[config.mk]
export PLATFORM = sky130hd
export DESIGN_NAME = cstep_unit
export DESIGN_NICKNAME = d
export VERILOG_FILES = /design/src/rtl/cstep_pkg.sv /design/src/rtl/cstep_decode.sv /design/src/rtl/cstep_alu.sv /design/src/rtl/cstep_dar.sv /design/src/rtl/cstep_unit.sv
export SDC_FILE = /design/constraint.sdc
export NUM_CORES = 1
export LEC_CHECK = 0
export ABC_AREA = 1
export BUFFER_PORTS_ARGS = -buffer_cell sky130_fd_sc_hd__buf_4
export CORE_MARGIN = 3
export CORE_UTILIZATION = 30
export DETAILED_ROUTE_END_ITERATION = 8
export GPL_TIMING_DRIVEN = 0
export MAX_ROUTING_LAYER = met4
export SLEW_MARGIN = 20
export SYNTH_ARGS = -nofsm -noshare
export SYNTH_HDL_FRONTEND = slang
export SYNTH_HIERARCHICAL = 1
export SYNTH_SLANG_ARGS = --single-unit
[constraint.sdc]
create_clock -name clk -period 4.8 [get_ports clk]
set_input_delay 0.72 -clock clk [delete_from_list [all_inputs] [get_ports clk]]
set_output_delay 0.72 -clock clk [all_outputs]
set_load 0.02 [all_outputs]
[src/rtl/cstep_pkg.sv]
package cstep_pkg;

  typedef enum logic [2:0] {
    OP_NOP  = 3'd0,
    OP_ADD  = 3'd1,
    OP_SUB  = 3'd2,
    OP_CADD = 3'd3,
    OP_CSUB = 3'd4,
    OP_WDAR = 3'd5,
    OP_RDAR = 3'd6,
    OP_RSV  = 3'd7
  } op_e;

  typedef struct packed {
    logic arith;     // an add or subtract takes effect
    logic sub;       // subtract rather than add
    logic bit_wr;    // new carry goes into the selected DAR bit
    logic dar_load;  // whole DAR loaded from source
    logic dar_read;  // destination takes formatted DAR
  } ctl_t;

endpackage

[src/rtl/cstep_decode.sv]
module cstep_decode
  import cstep_pkg::*;
#(
  parameter int DAR_W = 9,
  parameter int SEL_W = 4
) (
  input  logic [2:0]       op,
  input  logic [SEL_W-1:0] sel,
  input  logic [DAR_W-1:0] dar,
  input  logic             carry,
  output ctl_t             ctl,
  output logic             cond_bit
);
  localparam int SPAN = 2 ** SEL_W;

  logic [SPAN-1:0] dar_pad;
  logic            sel_ok;

  assign dar_pad  = SPAN'(dar);
  assign cond_bit = dar_pad[sel];
  assign sel_ok   = (int'(sel) < DAR_W);

  always_comb begin
    ctl = '0;
    unique case (op_e'(op))
      OP_ADD:  ctl.arith = 1'b1;
      OP_SUB:  begin ctl.arith = 1'b1; ctl.sub = 1'b1; end
      OP_CADD: ctl.arith = cond_bit;
      OP_CSUB: begin
        ctl.arith  = 1'b1;
        ctl.sub    = carry;
        ctl.bit_wr = sel_ok;
      end
      OP_WDAR: ctl.dar_load = 1'b1;
      OP_RDAR: ctl.dar_read = 1'b1;
      default: ctl = '0;
    endcase
  end
endmodule

[src/rtl/cstep_alu.sv]
module cstep_alu #(
  parameter int DATA_W = 25
) (
  input  logic [DATA_W-1:0] dst,
  input  logic [DATA_W-1:0] src,
  input  logic              sub,
  output logic [DATA_W-1:0] sum,
  output logic              cout
);
  function automatic logic [DATA_W:0] add_c(input logic [DATA_W-1:0] a,
                                            input logic [DATA_W-1:0] b,
                                            input logic              cin);
    return {1'b0, a} + {1'b0, b} + {{DATA_W{1'b0}}, cin};
  endfunction

  logic [DATA_W:0] wide;
  assign wide = add_c(dst, sub ? ~src : src, sub);
  assign sum  = wide[DATA_W-1:0];
  assign cout = wide[DATA_W];
endmodule

[src/rtl/cstep_dar.sv]
module cstep_dar #(
  parameter int DAR_W = 9,
  parameter int SEL_W = 4
) (
  input  logic             clk,
  input  logic             rst_n,
  input  logic             load,
  input  logic [DAR_W-1:0] load_val,
  input  logic             bit_wr,
  input  logic [SEL_W-1:0] sel,
  input  logic             bit_val,
  output logic [DAR_W-1:0] dar_q
);
  for (genvar i = 0; i < DAR_W; i++) begin : g_bit
    logic hit;
    assign hit = bit_wr && (int'(sel) == i);
    always_ff @(posedge clk or negedge rst_n) begin
      if (!rst_n)    dar_q[i] <= 1'b0;
      else if (load) dar_q[i] <= load_val[i];
      else if (hit)  dar_q[i] <= bit_val;
    end
  end
endmodule

[src/rtl/cstep_unit.sv]
module cstep_unit
  import cstep_pkg::*;
#(
  parameter int DATA_W = 25,
  parameter int DAR_W  = 9,
  parameter int SEL_W  = 4
) (
  input  logic              clk,
  input  logic              rst_n,
  input  logic              valid_i,
  input  logic [2:0]        op_i,
  input  logic [SEL_W-1:0]  sel_i,
  input  logic [DATA_W-1:0] src_i,
  input  logic [DATA_W-1:0] dst_i,
  output logic [DATA_W-1:0] res_o,
  output logic              res_valid_o,
  output logic [DAR_W-1:0]  dar_o,
  output logic [DATA_W-1:0] dar_word_o,
  output logic              carry_o
);
  localparam int FILL_W = DATA_W - DAR_W;

  ctl_t              ctl;
  logic              cond_bit;
  logic [DATA_W-1:0] sum;
  logic              cout;
  logic              exec_arith;   // named events for the checker
  logic              bit_wr_evt;
  logic              load_evt;
  logic [DATA_W-1:0] res_d;

  cstep_decode #(.DAR_W(DAR_W), .SEL_W(SEL_W)) u_dec (
    .op(op_i), .sel(sel_i), .dar(dar_o), .carry(carry_o),
    .ctl(ctl), .cond_bit(cond_bit)
  );

  cstep_alu #(.DATA_W(DATA_W)) u_alu (
    .dst(dst_i), .src(src_i), .sub(ctl.sub), .sum(sum), .cout(cout)
  );

  assign exec_arith = valid_i && ctl.arith;
  assign bit_wr_evt = valid_i && ctl.bit_wr;
  assign load_evt   = valid_i && ctl.dar_load;

  cstep_dar #(.DAR_W(DAR_W), .SEL_W(SEL_W)) u_dar (
    .clk(clk), .rst_n(rst_n),
    .load(load_evt), .load_val(src_i[DATA_W-1:FILL_W]),
    .bit_wr(bit_wr_evt), .sel(sel_i), .bit_val(cout),
    .dar_q(dar_o)
  );

  assign dar_word_o = {dar_o, {FILL_W{1'b1}}};

  always_comb begin
    if (ctl.arith)         res_d = sum;
    else if (ctl.dar_read) res_d = dar_word_o;
    else                   res_d = dst_i;
  end

  always_ff @(posedge clk or negedge rst_n) begin
    if (!rst_n) begin
      res_o       <= '0;
      carry_o     <= 1'b0;
      res_valid_o <= 1'b0;
    end else begin
      res_valid_o <= valid_i;
      if (valid_i)    res_o   <= res_d;
      if (exec_arith) carry_o <= cout;
    end
  end
endmodule

==> results of run 1 <==
==> synth_stat cells, types with 2 or more instances <==
| cell type | n | area share, % |
|---|---|---|
| nor2_2 | 3 | 0.40 |
| a21oi_1 | 29 | 3.1 |
| o21ai_0 | 2 | 0.21 |
| nand2_2 | 13 | 1.7 |
| buf_4 | 32 | 5.1 |
| inv_1 | 113 | 9.1 |
| nand3_2 | 6 | 1.3 |
| buf_2 | 5 | 0.54 |
| ha_1 | 28 | 7.5 |
| nand3_1 | 70 | 7.5 |
| nor2_1 | 46 | 3.7 |
| dfrtp_1 | 36 | 19 |
| xor2_1 | 33 | 6.2 |
| o21bai_1 | 5 | 0.80 |
| buf_6 | 7 | 1.7 |
| xnor2_1 | 4 | 0.75 |
| nor2_4 | 3 | 0.72 |
| nor3_1 | 9 | 0.96 |
| nand2_1 | 309 | 25 |
| a21oi_2 | 3 | 0.56 |
| nand4_1 | 6 | 0.80 |
| inv_2 | 11 | 0.88 |
==> how the worst max path moves through the flow <==
stage,from,end,cells past startpoint
global route,op_i[0],u_dar/dar_q[1]$_DFFE_PN0P_,21
global placement,op_i[0],u_dar/dar_q[1]$_DFFE_PN0P_,21
floorplan,op_i[0],u_dar/dar_q[8]$_DFFE_PN0P_,20
detailed placement,op_i[0],u_dar/dar_q[8]$_DFFE_PN0P_,21
finish,op_i[0],u_dar/dar_q[1]$_DFFE_PN0P_,21
CTS,op_i[0],u_dar/dar_q[1]$_DFFE_PN0P_,21
==> per-layer routing <==
metal,vias up,share of wire [%],global-route usage (%)
met2,122,45,26.81
met5,-,0,-
met4,0,1.3,3.872
met3,12,4.9,1.667
li1,2626,-,-
met1,2153,49,24.87
==> kinds of logic after synthesis <==
kind of cell | after synthesis | synth area share (%)
adders and majority gates | 29 | 7.932
DFF | 36 | 19.29
xor gates and xnor gates | 37 | 6.940
buffers and inverters | 170 | 17.66
other | 1 | 0.08031
AOI/OAI and AO/OA | 43 | 5.252
and+or+nand+nor | 471 | 42.85
==> state kept, by name (all words and copies together) (netlist names) <==
register     cells
u_dar/dar_q      9
res_valid_o      1
res_o           25
carry_o          1
==> final cells by class <==
| class | count | area, sq um |
|---|---|---|
| Tap cell | 184 | 230.2 |
| Clock buffer | 5 | 125.1 |
| Multi-Input combinational cell | 596 | 3000 |
| Clock inverter | 3 | 42.54 |
| Sequential cell | 36 | 900.9 |
| Fill cell | 1674 | 8960 |
| Inverter | 126 | 480.5 |
| Timing Repair Buffer | 104 | 780.7 |
| Buffer | 44 | 344.1 |
==> critical path: cells and delay by family <==
kind	cells	cell delay [ps]
buffers and inverters	5	900
XOR/XNOR	1	200
AND/OR/NAND/NOR	13	1490
AO/OA/AOI/OAI	1	260
adder cells (fa/ha/maj)	1	300
==> power by group through the flow <==
stage / Sequential [mW] / Combinational [mW] / Clock [mW]
after floorplan: 0.495 / 0.588 / 0
after global placement: 0.438 / 0.996 / 0
after detailed placement: 0.437 / 1.00 / 0
after CTS: 0.433 / 1.01 / 0.378
after global routing: 0.442 / 1.12 / 0.389
final: 0.431 / 1.01 / 0.370
==> impl_metrics.tcl, run 1 <==
set metrics [dict create \
    mostFrequentLayoutCells "nand2_1, buf_4, inv_1, nand3_1, nor2_1" \
    placed_cells 1090 \
    end_kind "flop" \
    pre_cts_ws_ps 828.6 \
    pwr-share-clk_pct 20.4 \
    start_util_pct 31.41 \
    worstPathArrival_ps 3890 \
    layout-drive-gt1-share_pct 21.66 \
    clockBufferDepth 2 \
    synth-seq-cells 36 \
    via_per_inst 4.474 \
    fmax_mhz 269.4 \
    p_per_area_mw_per_mm2 306.1 \
    r2r_end "u_dar/dar_q[1]$_DFFE_PN0P_" \
    mostFrequentLayoutCell "nand2_1" \
    antenna_found_initial 0 \
    drt_pre_antenna_iters 5 \
    clk_pin_slew_ps 60 \
    hold_viol 0 \
    antenna_cells 0 \
    slew_viol_final 0 \
    grt_max_degree 37 \
    coreArea_sq_mm 0.01486 \
    wl_per_cell_um 13.29 \
    placed_cell_area_sq_mm 0.005737 \
    place_congestion 0.9299 \
    port_buffers 104 \
    die_y_um 130.8 \
    postCtsHoldBufs 0 \
    synth_cell_type_count 36 \
    syn_avg_cell_area_sq_um 5.933 \
    drt_iter0_markers 387 \
    critPathLaunchType "primary input" \
    synth_area_sq_mm 0.004669 \
    worst_hold_slack_ps 392.2 \
    fin_nets 1002 \
    path_max_fanout 10 \
    synth-seq-area-share_pct 19.29 \
    cpMostUsedCell "nand2_1" \
    clock_sinks 36 \
    postCtsSetupBuffers 0 \
    status "finished clean" \
    clock_latency_ps 280 \
    ys_dominant_reg_cell "dfrtp_1" \
    layoutNonFillerInstCount 1098 \
    critPathSlowestCell "buf_2" \
    postLayoutSetupSlackWorst_ps 1089 \
    synth_edf_count 0 \
    cap_violations 0 \
    cts_htree_levels 2 \
    cts-buffers-inserted 5 \
    clockRootBuffer "clkbuf_16" \
    post-route-period-util_pct 77.32 \
    finClkSkew_ps 5.163 \
    power_frac_seq_pct 23.9 \
    ys_warn_count 6 \
    overflow 0 \
    grt_pass1_vias 4520 \
    drt_wl_total_um 14590 \
    combPwrFrac_pct 55.7 \
    max_stage_delay_ps 380 \
    syn_inst 787 \
    p_total_mw 1.807 \
    hp-class "in2async" \
    track_usage_pct 17.42 \
    async_flop_share_pct 100.0 \
    fp-row-count 44 \
    swShare_pct 44.02 \
    cts_tree "yes" \
    post-route-min-period_ps 3711 \
    final_cell_area_sq_mm 0.005904 \
    ant_nets 0 \
    r2r_cells 19 \
    critPathRequiredTime_ps 4970 \
    r2r_start "carry_o$_DFFE_PN0P_" \
    vdd_drop_max_uv 134.3 \
    fin_setup_tns_ps 0 \
    final_util_pct 39.72 \
    area_growth_pct 26.45 \
    rsz0062_at_grt "no" \
    die_w_um 130.8 \
    grt_pass1_wl_um 22820 \
    vias 4913 \
    die_area_sq_mm 0.01710 \
    setup_viol 0 \
    dpl.hpwl_um 12450 \
    r2r_slack_ps 1440 \
    path_cells "buf_4 > inv_1 > nand2_1 > o22ai_1 > buf_4 > buf_2 > xor2_1 > ha_1 > nand2_2 > inv_1 > nand2_1 > nand2_1 > nand3b_1 > nand2_1 > nand2_1 > nand2_1 > nand2_1 > nand2_2 > nand2_1 > nand2_1 > nand2_1" \
    drc_errors 0 \
    io_pins 121 \
    netSwitchingPower_mw 0.7956 \
    p_int_mw 1.012 \
    critical_path_class "in2reg" \
    postCtsResizedCells 0 \
    leakagePower_nw 3.531 \
]
Power figures use the tool's default switching activity.
==> run 2: changes to the inputs <==
- ABC_AREA: 1 -> 0
- clock period: 4.8 -> 3.15 ns (I/O delays scaled with it)
==> run 2 against run 1 <==
Net effect: the flow now finishes with violations (negative setup slack); register-to-register slack worse by 1400 ps; synthesized cell count shrank 39%; power is 52% higher; die area is 12% lower; area after synthesis is 12% lower; wire length fell by 10%; largest power group unchanged; highest routed layer unchanged.
==> impl_metrics.tcl, run 2 <==
set metrics [dict create \
    syn_avg_cell_area_sq_um 8.580 \
    largest_reg_flops 25 \
    async_flop_share_pct 100.0 \
    max_stage_delay_ps 300 \
    status "complete, but fails checks" \
    synth_top_area_share_pct 22.01 \
    place_congestion 0.8837 \
    port_buffers 104 \
    fp-row-count 42 \
    coreArea_sq_mm 0.01330 \
    synth_cell_type_count 70 \
    vdd_drop_max_uv 201.3 \
    die_w_um 122.8 \
    fin_nets 707 \
    ant_nets 0 \
    synth-seq-cells 36 \
    r2r_slack_ps 0 \
    cts_tree "yes" \
    netlist_top_cells_count "dfrtp_1, nand2b_1, xor2_1" \
    dpl.hpwl_um 9890 \
    grt_pass1_wl_um 20330 \
    critPathSlowestCell "a221o_1" \
    io_pins 121 \
    layout-drive-gt1-share_pct 36.83 \
    slew_viol_final 0 \
    worstPathArrival_ps 3350 \
    path_cells "buf_4 > nand2b_4 > a21oi_1 > buf_4 > buf_12 > xor2_1 > ha_1 > buf_6 > a211oi_2 > o21bai_1 > a31oi_1 > o21ai_2 > o21ai_2 > a21oi_2 > and4bb_1 > nor2b_4 > a221o_1" \
    synth_edf_count 0 \
    track_usage_pct 17.54 \
    worstMarginPinSlew_ps 597.6 \
    antenna_found_initial 0 \
    drt_wl_total_um 13120 \
    max-slew-margin-rel_pct 60.16 \
    yosys.area.top_type "dfrtp_1" \
    postCtsHoldBufs 0 \
    synth_area_sq_mm 0.004093 \
    path_max_fanout 7 \
    synth_most_common_cell "dfrtp_1" \
    cts-buffers-inserted 5 \
    final_util_pct 42.93 \
    p_int_mw 1.649 \
    r2r_end "u_dar/dar_q[0]$_DFFE_PN0P_" \
    drc_errors 0 \
    hp-class "in2async" \
    largest_register "res_o" \
    clockRootBuffer "clkbuf_16" \
    finClkSkew_ps 3.387 \
    die_area_sq_mm 0.01508 \
    wl_per_cell_um 16.50 \
    nFillCells 1301 \
    hold_viol 0 \
    synth-seq-area-share_pct 22.01 \
    pwr-share-clk_pct 21.0 \
    fmax_mhz 313.7 \
    post-route-period-util_pct 101.2 \
    placed_cell_area_sq_mm 0.005169 \
    vias 4073 \
    setup_viol 4 \
    critical_path_class "in2reg" \
    power_frac_seq_pct 23.0 \
    start_util_pct 30.78 \
    drt_iter0_markers 290 \
    post-route-min-period_ps 3188 \
    r2r_cells 16 \
    grt_max_degree 37 \
    swShare_pct 39.81 \
    syn_inst 477 \
    mostFrequentLayoutCells "buf_4, dfrtp_1, nand2b_1, nand2_1, xor2_1" \
    end_kind "flop" \
    antenna_cells 0 \
    postLayoutSetupSlackWorst_ps -37.67 \
    r2r_start "carry_o$_DFFE_PN0P_" \
    p_per_area_mw_per_mm2 480.0 \
    clockBufferDepth 2 \
    crit_buf_inv 4 \
    rsz0062_at_grt "yes" \
    combPwrFrac_pct 56.0 \
    via_per_inst 5.123 \
    clk_pin_slew_ps 60 \
    critPathRequiredTime_ps 3310 \
    largestRegisters "res_o x25, u_dar/dar_q x9" \
    violations "negative setup slack" \
    cap_violations 0 \
    critPathLaunchType "primary input" \
    clock_sinks 36 \
    cts_htree_levels 2 \
    netSwitchingPower_mw 1.090 \
    overflow 0 \
    area_growth_pct 39.47 \
    leakagePower_nw 2.545 \
    crit_family "compound AO/OA/AOI/OAI gates" \
    drt_pre_antenna_iters 5 \
    synthTopCellsByArea "dfrtp_1, ha_1, xor2_1, nand2b_1, buf_4" \
    ys_warn_count 6 \
    mostFrequentLayoutCell "buf_4" \
    clock_latency_ps 290 \
    grt_pass1_vias 4118 \
    final_cell_area_sq_mm 0.005708 \
    p_total_mw 2.740 \
    ys_dominant_reg_cell "dfrtp_1" \
    die_y_um 122.8 \
]
run 2: how the worst max path moves through the flow:
stage                                   start                         end  cells after the start
after CTS                             op_i[1]  u_dar/dar_q[1]$_DFFE_PN0P_                     18
after floorplan                       op_i[1]  u_dar/dar_q[0]$_DFFE_PN0P_                     16
after detailed placement              op_i[1]  u_dar/dar_q[4]$_DFFE_PN0P_                     16
after global placement                op_i[1]  u_dar/dar_q[0]$_DFFE_PN0P_                     17
after global routing      carry_o$_DFFE_PN0P_  u_dar/dar_q[1]$_DFFE_PN0P_                     16
final                                 op_i[2]  u_dar/dar_q[0]$_DFFE_PN0P_                     17
run 2: power by group through the flow:
stage               Clock (mW)  Combinational (mW)  Sequential (mW)
floorplan                    0               0.831            0.734
global placement             0                1.38            0.637
global route             0.606                1.67            0.646
CTS                      0.590                1.48            0.633
detailed placement           0                1.39            0.642
finish                   0.576                1.53            0.631
run 2: timing repair:
item / 4_1_cts / 5_1_grt
setup buffers: 10 / 4
gates resized for setup: 28 / 22
endpoints found under the setup margin: 8 / 15
cloned: 1 / 0
pin swaps: 21 / 27
run 2: area by class of cell:
cell class	count	area [sq um]	share of cell area, %
multi-input combinational	397	3098	54.27
timing repair buffer	119	933.4	16.35
sequential	36	900.9	15.78
buffer	50	357.8	6.269
tap	176	220.2	3.858
clock buffer	6	128.9	2.258
clock inverter	2	35.03	0.6138
inverter	9	33.78	0.5918
run 2: cell families after synthesis:
logic type      count (synthesis)  synth area share (%)
buf+inv                        59                 8.621
simple gates                  167                 23.97
flops                          36                 22.01
compound gates                128                 22.68
fa+ha+maj                      29                 9.049
other cells                     1               0.09163
xor+xnor                       42                 8.988
mux                            15                 4.586
run 2: metal layers:
metal / up-vias / GRT usage (%) / wire length [um]
li1: 1996 / - / -
met1: 1938 / 22.64 / 5976
met2: 122 / 28.63 / 6282
met3: 17 / 2.212 / 611
met4: 0 / 5.528 / 245
met5: - / - / 0
run 2: per-stage QoR:
stage | hold slack, ps | std cells | setup WS, ps | TNS (ps)
finish | 160.3 | 795 | -37.67 | -130.4
global route | 198.7 | 795 | -160.6 | -692.5
CTS | 181.2 | 791 | 1.515 | 0
detailed placement | 489.2 | 772 | -559.3 | -5651
global placement | 488.8 | 772 | -553.0 | -5008
floorplan | 176.9 | 492 | 20.25 | 0
==> run 3: changes to the inputs <==
- PLACE_DENSITY: unset -> 0.54
==> run 3 against run 2 <==
Net effect: combinational power is 4% higher; sequential share of layout area down 0.56 points; utilization rose by 1.6 points; clock skew is 3.2 ps higher; first-iteration DRC count fell by 21%; flip-flop and latch count did not move; critical path depth decreased by 1; worst setup slack better by 100 ps; largest cell class unchanged; the run now ends clean; worst hold slack gained 4.3 ps; critical path type unchanged; global-route usage up 0.55 points; design area is 3.7% higher; clock-buffer cell count unchanged.
==> impl_metrics.tcl, run 3 (synthesis gave the netlist of run 2 again) <==
set metrics [dict create \
    die_w_um 122.8 \
    wl_per_cell_um 16.88 \
    antenna_found_initial 0 \
    path_cells "buf_8 > nand3b_1 > a21oi_2 > buf_6 > buf_12 > xor2_2 > ha_1 > a211oi_2 > o21bai_2 > a31oi_2 > o21ai_2 > o21ai_2 > a21oi_2 > and4bb_1 > nor2b_4 > a221o_1" \
    via_per_inst 5.108 \
    critical_path_class "in2reg" \
    largest_register "res_o" \
    ant_nets 0 \
    critPathLaunchType "primary input" \
    die_area_sq_mm 0.01508 \
    clock_latency_ps 280 \
    vdd_drop_max_uv 269.2 \
    cts-buffers-inserted 5 \
    start_util_pct 30.78 \
    largestRegisters "res_o x25, u_dar/dar_q x9" \
    place_congestion 0.8969 \
    max-slew-margin-rel_pct 65.22 \
    postCtsHoldBufs 0 \
    worstMarginPinSlew_ps 521.7 \
    crit_family "compound AO/OA/AOI/OAI gates" \
    area_growth_pct 44.60 \
    drt_wl_total_um 13510 \
    post-route-period-util_pct 97.92 \
    critPathRequiredTime_ps 3310 \
    slew_viol_final 0 \
    critPathSlowestCell "a221o_1" \
    cts_tree "yes" \
    mostFrequentLayoutCells "buf_4, dfrtp_1, nand2b_1, nand2_1, xor2_1" \
    vias 4086 \
    drt_pre_antenna_iters 4 \
    crit_buf_inv 3 \
    fin_nets 712 \
    rsz0062_at_grt "yes" \
    path_max_fanout 5 \
    overflow 0 \
    dpl.hpwl_um 10200 \
    fmax_mhz 324.2 \
    clockRootBuffer "clkbuf_16" \
    status "finished clean" \
    cts_htree_levels 2 \
    leakagePower_nw 2.589 \
    finClkSkew_ps 6.596 \
    track_usage_pct 18.09 \
    port_buffers 104 \
    io_pins 121 \
    hold_viol 0 \
    coreArea_sq_mm 0.01330 \
    grt_max_degree 37 \
    post-route-min-period_ps 3085 \
    clock_sinks 36 \
    fp-row-count 42 \
    clk_pin_slew_ps 60 \
    end_kind "flop" \
    die_y_um 122.8 \
    grt_pass1_vias 4015 \
    clockBufferDepth 2 \
    setup_viol 0 \
    hp-class "in2async" \
    drt_iter0_markers 229 \
    p_total_mw 2.795 \
    grt_pass1_wl_um 21040 \
    worst_hold_slack_ps 164.6 \
    p_per_area_mw_per_mm2 472.2 \
    drc_errors 0 \
    antenna_cells 0 \
    max_stage_delay_ps 320 \
    cap_violations 0 \
    largest_reg_flops 25 \
    layout-drive-gt1-share_pct 39.74 \
    mostFrequentLayoutCell "buf_4" \
    worstPathArrival_ps 3250 \
]
==> run 3: power by group <==
part | internal (mW) | switching, mW | total [mW]
combinational | 0.754 | 0.835 | 1.59
sequential | 0.555 | 0.0770 | 0.632
clock | 0.373 | 0.201 | 0.574
total | 1.68 | 1.11 | 2.79
==> run 3: timing repair <==
action                                  in CTS  in global routing
cloned                                       1                  0
setup buffers                               15                  8
pin swaps                                   12                 32
hold endpoints to repair                     0                  0
endpoints found under the setup margin       8                 17
gates resized for setup                     35                 41
==> run 3: layout make-up <==
type | count | area [sq um]
fillers | 1309 | 7377
clock inverters | 2 | 35.03
well taps | 176 | 220.2
clock buffers | 6 | 128.9
repair buffers | 126 | 982.2
plain buffers | 48 | 351.6
flip-flops and latches | 36 | 900.9
inverters | 9 | 33.78
multi-input cells | 397 | 3266
==> run 3: metrics by stage <==
step / setup WS (ps) / area, sq um / cells / setup TNS (ps) / utilization [%]
after floorplan: 20.25 / 4168 / 492 / 0 / -
after global placement: -594.9 / 5169 / 772 / -5770 / 38.88
after detailed placement: -611.7 / 5169 / 772 / -7297 / 38.88
after CTS: 0.02776 / 5658 / 795 / 0 / 42.56
after global routing: -93.74 / 5918 / 800 / -259.5 / 44.51
final: 65.46 / 5918 / 800 / 0 / 44.51
==> run 3: worst paths after layout <==
kind	to	start	slack (ps)	cells after the start
min in group clk	res_valid_o$_DFF_PN0_	valid_i	300	1
worst max register to register	u_dar/dar_q[1]$_DFFE_PN0P_	carry_o$_DFFE_PN0P_	80	15
worst min register to register	res_o[21]$_DFFE_PN0P_	res_o[21]$_DFFE_PN0P_	520	2
worst min-delay path	res_o[0]$_DFFE_PN0P_	rst_n	160	1
worst max-delay path	u_dar/dar_q[1]$_DFFE_PN0P_	op_i[1]	70	16
max in group asynchronous	u_dar/dar_q[1]$_DFFE_PN0P_	rst_n	2630	1
==> run 3: per-layer routing <==
| layer | share of wire, % | vias up | global-route usage, % | wire, um |
|---|---|---|---|---|
| met4 | 1.3 | 0 | 4.689 | 172 |
| met1 | 43 | 1960 | 23.85 | 5835 |
| met3 | 6.5 | 12 | 3.318 | 882 |
| met2 | 49 | 118 | 28.66 | 6617 |
| li1 | - | 1996 | - | - |
| met5 | 0 | - | - | 0 |
==> run 3: worst register-to-register path, cell delays in order, from the launching register on <==
cell	delay, ps
dfrtp_1	340
nand3b_1	90
a21oi_2	160
buf_6	170
buf_12	140
xor2_2	130
ha_1	270
a211oi_2	280
o21bai_2	120
a31oi_2	210
o21ai_2	90
o21ai_2	150
a21oi_2	80
and4bb_1	240
nor2b_4	150
a221o_1	320
